===== src/rtl/irq_aggregator.sv =====
module irq_aggregator #(
  parameter int NGRP = 4,
  parameter int NSEC = 8
) (
  input  logic                         clk,
  input  logic                         rst_n,
  input  logic [NGRP*NSEC-1:0]         evt,
  input  logic                         wr_en,
  input  logic [$clog2(2*NGRP+3)-1:0]  addr,
  input  logic [NSEC-1:0]              wdata,
  output logic [NSEC-1:0]              rdata,
  output logic                         irq_o,
  output logic                         irq_oe
);
  localparam int NBIT     = NGRP * NSEC;
  localparam int AW       = $clog2(2*NGRP+3);
  localparam int A_PRIM   = 2*NGRP;
  localparam int A_PMASK  = 2*NGRP + 1;
  localparam int A_CFG    = 2*NGRP + 2;

  logic [NBIT-1:0] sec_q, smask_q;
  logic [NGRP-1:0] prim, pmask_q;
  logic            od_q, gmask_q, pend;

  for (genvar g = 0; g < NGRP; g++) begin : g_grp
    logic clr_hit, msk_hit;
    assign clr_hit = wr_en && (addr == AW'(g));
    assign msk_hit = wr_en && (addr == AW'(NGRP + g));

    always_ff @(posedge clk or negedge rst_n)
      if (!rst_n) begin
        sec_q[g*NSEC +: NSEC]   <= '0;
        smask_q[g*NSEC +: NSEC] <= '1;
      end else begin
        sec_q[g*NSEC +: NSEC] <= (sec_q[g*NSEC +: NSEC] & ~(clr_hit ? wdata : '0))
                                 | evt[g*NSEC +: NSEC];
        if (msk_hit) smask_q[g*NSEC +: NSEC] <= wdata;
      end

    assign prim[g] = |(sec_q[g*NSEC +: NSEC] & ~smask_q[g*NSEC +: NSEC]);
  end

  always_ff @(posedge clk or negedge rst_n)
    if (!rst_n) begin
      pmask_q <= '1;
      od_q    <= 1'b0;
      gmask_q <= 1'b0;
    end else if (wr_en) begin
      if (addr == AW'(A_PMASK)) pmask_q <= wdata[NGRP-1:0];
      if (addr == AW'(A_CFG)) begin
        gmask_q <= wdata[0];
        od_q    <= wdata[1];
      end
    end

  assign pend = |(prim & ~pmask_q) & ~gmask_q;

  always_ff @(posedge clk or negedge rst_n)
    if (!rst_n) begin
      irq_oe <= 1'b1;
      irq_o  <= 1'b1;
    end else begin
      irq_oe <= ~od_q | pend;
      irq_o  <= ~od_q & ~pend;
    end

  always_comb begin
    rdata = '0;
    for (int g = 0; g < NGRP; g++) begin
      if (addr == AW'(g))        rdata = sec_q[g*NSEC +: NSEC];
      if (addr == AW'(NGRP + g)) rdata = smask_q[g*NSEC +: NSEC];
    end
    if (addr == AW'(A_PRIM))  rdata = NSEC'(prim);
    if (addr == AW'(A_PMASK)) rdata = NSEC'(pmask_q);
    if (addr == AW'(A_CFG))   rdata = NSEC'({od_q, gmask_q});
  end
endmodule


===== config.mk =====
export PLATFORM = sky130hd
export DESIGN_NAME = irq_aggregator
export DESIGN_NICKNAME = d
export VERILOG_FILES = /design/src/rtl/irq_aggregator.sv
export SDC_FILE = /design/constraint.sdc
export NUM_CORES = 1
export LEC_CHECK = 0
export BUFFER_PORTS_ARGS = -buffer_cell sky130_fd_sc_hd__buf_2
export CORE_ASPECT_RATIO = 0.75
export CORE_MARGIN = 10
export CORE_UTILIZATION = 51
export CTS_CLUSTER_SIZE = 25
export DETAILED_ROUTE_END_ITERATION = 10
export PLACE_DENSITY = 0.79
export REMOVE_ABC_BUFFERS = 1
export SLEW_MARGIN = 20
export SYNTH_ARGS = -nofsm -noshare
export SYNTH_HDL_FRONTEND = slang
export SYNTH_SLANG_ARGS = --single-unit
export TNS_END_PERCENT = 20

===== constraint.sdc =====
create_clock -name clk -period 2.19 [get_ports clk]
set_clock_uncertainty 0.1 [all_clocks]
set_input_delay 0.3285 -clock clk [delete_from_list [all_inputs] [get_ports clk]]
set_output_delay 0.3285 -clock clk [all_outputs]
set_load 0.005 [all_outputs]

After elaboration in Yosys (flattened, before gate mapping)
Cells that the tools add are included.
Word-level totals
  bits in registers: 72
  input port bits: 47
  output and inout bits: 10
  word-level logic and storage cells: 82
Cells by class
  eq/ne operators: 10
  muxes and demuxes: 15
  bitwise gates (word level): 28
  reduce and logical (&&, ||, !) cells: 16
Operators with widths (count)
  two-way mux 8 bit: 15
  AND 8 bit: 8
  inverter 8 bit: 8
  bitwise OR 8 bit: 4
  OR reduction 8 bit: 4
  == test 4 x 3 -> 1 bit, second input constant: 4
  == test 4 bit, second input constant: 3
  == test 4 x 2 -> 1 bit, second input constant: 2
  logical AND 1 bit: 8
  AND 4 bit: 1
  == test 4 x 1 -> 1 bit, second input constant: 1
  zero test 4 bit: 1
  inverter 4 bit: 1
  AND reduction 2 bit: 2
  OR reduction 4 bit: 1
  inverter 1 bit: 3
  AND 1 bit: 2
  bitwise OR 1 bit: 1

Depth between registers and ports, before layout
  depth after elaboration: 12
  depth in mapped cells: 7
  depth with buffers taken out: 5

Worst setup path before layout
No wires, ideal clock.
  kind: reg-to-output
  start point: reg smask_q[29]
  end point: out rdata[3]
  data arrival time: 1.382 ns
  slack: 0.379 ns
  cell stages (with the launch flop): 6
  buffers on the path: 0
  cells stage by stage: dfstp_2 > nand2b_1 > o2111ai_1 > or4_1 > o21ai_0 > o32ai_1
On the way
  word-level cells in the longest chain between the ends: 6
RTL lines
  start: declaration: line 21  | logic [NBIT-1:0] sec_q, smask_q;
  start signal: indexed assignment: line 37  | if (msk_hit) smask_q[g*NSEC +: NSEC] <= wdata;
  inverter 8 bit: line 40  | assign prim[g] = |(sec_q[g*NSEC +: NSEC] & ~smask_q[g*NSEC +: NSEC]);
  AND 8 bit: line 40
  OR reduction 8 bit: line 40
  two-way mux 8 bit: line 73  | if (addr == AW'(A_PRIM)) rdata = NSEC'(prim);
  two-way mux 8 bit: line 74  | if (addr == AW'(A_PMASK)) rdata = NSEC'(pmask_q);
  two-way mux 8 bit: line 75  | if (addr == AW'(A_CFG)) rdata = NSEC'({od_q, gmask_q});
  end: declaration: line 11  | output logic [NSEC-1:0] rdata,
Every way passes these cells.

Worst setup path in the final report
Same ends and word-level chain as after synthesis.

==> results.sh <==
export IMPL_outcome="finished with violations"
export IMPL_failed_checks="setup timing"
export IMPL_synth_flop_cell="dfstp_2"
export IMPL_area_delta_synth_final_pct=21.9
export IMPL_p_leak_nw=2.05
export IMPL_drive_gt1_share_pct=44.3
export IMPL_maxCapViolations=0
export IMPL_path_cells="nand2b_4 -> o2111ai_4 -> or4_4 -> o21ai_4 -> o32ai_2 -> buf_2"
export IMPL_final_util_pct=63.6
export IMPL_antenna_found_initial=0
export IMPL_fill_cells=612
export IMPL_rsz0062_at_grt="yes"
export IMPL_grt_pass1_wl_um=17200
export IMPL_clkTransAtPathRegs_ns=0.08
export IMPL_grt_max_degree=73
export IMPL_hpwlAfterDp_um=7870
export IMPL_core_area_um2=7330
export IMPL_startpoint_type="flop"
export IMPL_fin_cells=534
export IMPL_synth_cells=352
export IMPL_final_setup_tns_ns=-0.808
export IMPL_synth_edf_count=0
export IMPL_vias=3054
export IMPL_clk_latency_ns=0.35
export IMPL_clk_root_buffer_cell="clkbuf_8"
export IMPL_final_nets=475
export IMPL_routed_wl_um=10600
export IMPL_max_freq_mhz=410
export IMPL_grt_pass1_vias=3251
export IMPL_track_usage_pct=19.2
export IMPL_crit_type="flop to output pin"
export IMPL_cts_sinks=72
export IMPL_cts_htree_levels=3
export IMPL_slowest_delay_ns=0.56
export IMPL_slowest_stage="or4_4"
export IMPL_final_max_slew_violation_count=0
export IMPL_layout_min_cycle_time_ns=2.44
export IMPL_cp_end_kind="output pin"
export IMPL_cts_tree="yes"
export IMPL_first_pass_iters=4
export IMPL_die_x_um=120
export IMPL_synth_warnings=0
export IMPL_timing_final_ws_setup_ns=-0.250
export IMPL_netlist_area_um2=3830
export IMPL_crit_start="smask_q[29]"
export IMPL_die_h_um=95.0
export IMPL_row_count=27
export IMPL_syn_avg_cell_area_um2=10.9
export IMPL_yosysTopAreaCellShare_pct=26.1
export IMPL_viasPerCell=5.72
export IMPL_ant_nets=0
export IMPL_n_antenna_cell=0
export IMPL_fin_crit_sh_pct=111
export IMPL_final_cell_area_um2=4670
export IMPL_port_buffers=56
export IMPL_p_per_area_nw_per_um2=792
export IMPL_drc=0
export IMPL_setup_violations=4
export IMPL_drt_iter0_markers=272
export IMPL_hold_viol_final=0
export IMPL_synth_largest_area_cell="dfstp_2"
export IMPL_relSlewSlack_pct=63.8
export IMPL_required_ns=1.76
export IMPL_die_area_um2=11400
export IMPL_hp_class="input pin to flop"
export IMPL_vdd_drop_max_mv=0.562
export IMPL_r2r_start="smask_q[22]"
export IMPL_crit_fanout=2
export IMPL_hp_start="evt[6]"
export IMPL_worst_pin_slew_ns=0.542
export IMPL_arrival_ns=2.01
export IMPL_async_flop_share_pct=100
export IMPL_io_pins=57
export IMPL_start_util_pct=52.2
export IMPL_power_mw=3.69
export IMPL_dp_cells=515
export IMPL_yosys_cell_types_count=43
export IMPL_place_area_um2=4320
export IMPL_synthTopCellsByArea="dfstp_2 26%, dfrtp_1 22%, mux2_2 11%"
export IMPL_grt_overflow=0
export IMPL_clockBufferDepth=2
export IMPL_wl_per_cell_um=19.9
export IMPL_numCtsBuffers=9
export IMPL_gp_congestion=0.939
export IMPL_yosysSeqAreaShare_pct=48.3
export IMPL_synth_seq_cells=72
per-layer routing:
metal | GRT usage (%) | vias up | share of wire (%)
met3 | 4.84 | 23 | 6.1
li1 | - | 1414 | -
met2 | 32.3 | 101 | 48
met1 | 24.1 | 1516 | 44
met4 | 6.01 | 0 | 1.9
met5 | 0 | - | 0
synthesized netlist by cell type (3+ instances only):
master,number
o221ai_1,4
mux4_2,5
inv_1,35
nor2_1,9
clkbuf_1,5
a22o_1,3
buf_2,4
o21ai_0,16
a21oi_1,5
a22oi_1,4
o41ai_1,3
o22ai_1,15
a21o_1,32
mux2_2,36
mux2i_1,8
nand2_1,48
dfstp_2,38
or4_1,3
nand2b_1,7
dfrtp_1,34
a31oi_1,3
o32ai_1,3
nor3_4,3
cells in the final DEF (no fill, tap or decap), types with 4 or more instances in the layout:
master,synthesis,final
inv_1,35,35
buf_2,4,54
o21ai_0,16,15
mux2_2,36,36
dfrtp_1,34,34
nand2_1,48,48
clkbuf_8,0,12
nor2_1,9,9
a21oi_1,5,5
dfstp_2,38,38
o221ai_1,4,4
a22oi_1,4,4
mux4_2,5,5
buf_4,2,21
o22ai_1,15,13
a21o_1,32,32
mux2i_1,8,8
nand2b_1,7,4
final timing paths:
path / end / slack [ns] / depth (start not counted)
max reg2reg: irq_o / 0.38 / 5
min reg2reg: irq_o / 0.36 / 1
max: rdata[3] / -0.25 / 6
min in group asynchronous: sec_q[31] / 0.42 / 3
max in group asynchronous: smask_q[6] / 1.20 / 3
min: sec_q[6] / 0.05 / 2
final cells by class:
class	count	area (um2)	share of cell area, %
Clock buffer	14	173	3.70
Clock inverter	2	60.1	1.29
Tap cell	101	126	2.71
Inverter	35	131	2.82
Sequential cell	72	1850	39.6
Multi-Input combinational cell	230	1830	39.3
Timing Repair Buffer	80	493	10.6
cells by family after synthesis:
| group | Yosys count | share of synthesized area, % |
|---|---|---|
| AO/OA/AOI/OAI | 97 | 17.7 |
| AND/OR/NAND/NOR | 82 | 11.4 |
| buffers and inverters | 50 | 5.92 |
| flip-flops | 72 | 48.3 |
| multiplexers | 51 | 16.7 |
worst max-delay path, delay by kind of cell (launching register included):
family	cells	cell delay, ns
buf+inv	1	0.14
flops	1	0.55
compound gates	3	0.29
simple gates	2	0.69
sequential cells by signal, indices dropped and copies added (netlist names):
| register | cells |
|---|---|
| irq_o | 1 |
| sec_q | 32 |
| pmask_q | 4 |
| gmask_q | 1 |
| od_q | 1 |
| irq_oe | 1 |
| smask_q | 32 |
power breakdown:
group          switching, mW  internal (mW)  leakage, nW  total (mW)
Clock                  0.481          0.737        0.117        1.22
Combinational          0.332          0.358         1.23       0.691
Sequential             0.153           1.63        0.706        1.79
Total                  0.967           2.73         2.05        3.69
through the flow:
step           hold slack (ns)  setup slack (ns)
6_report                0.0467            -0.250
5_1_grt                 0.0371            -0.299
4_1_cts                 0.0353            -0.250
3_5_place_dp             0.285            0.0362
3_3_place_gp             0.278           0.00349
2_1_floorplan          -0.0671             0.379
what timing repair did:
item                       in CTS  in global routing
gates resized for setup        10                  5
pin swaps                       8                  2
setup endpoints to repair       4                  6
hold buffers                    1                  0
hold endpoints to repair       34                  0
buffers inserted                2                  0
(Power assumes the default switching activity.)
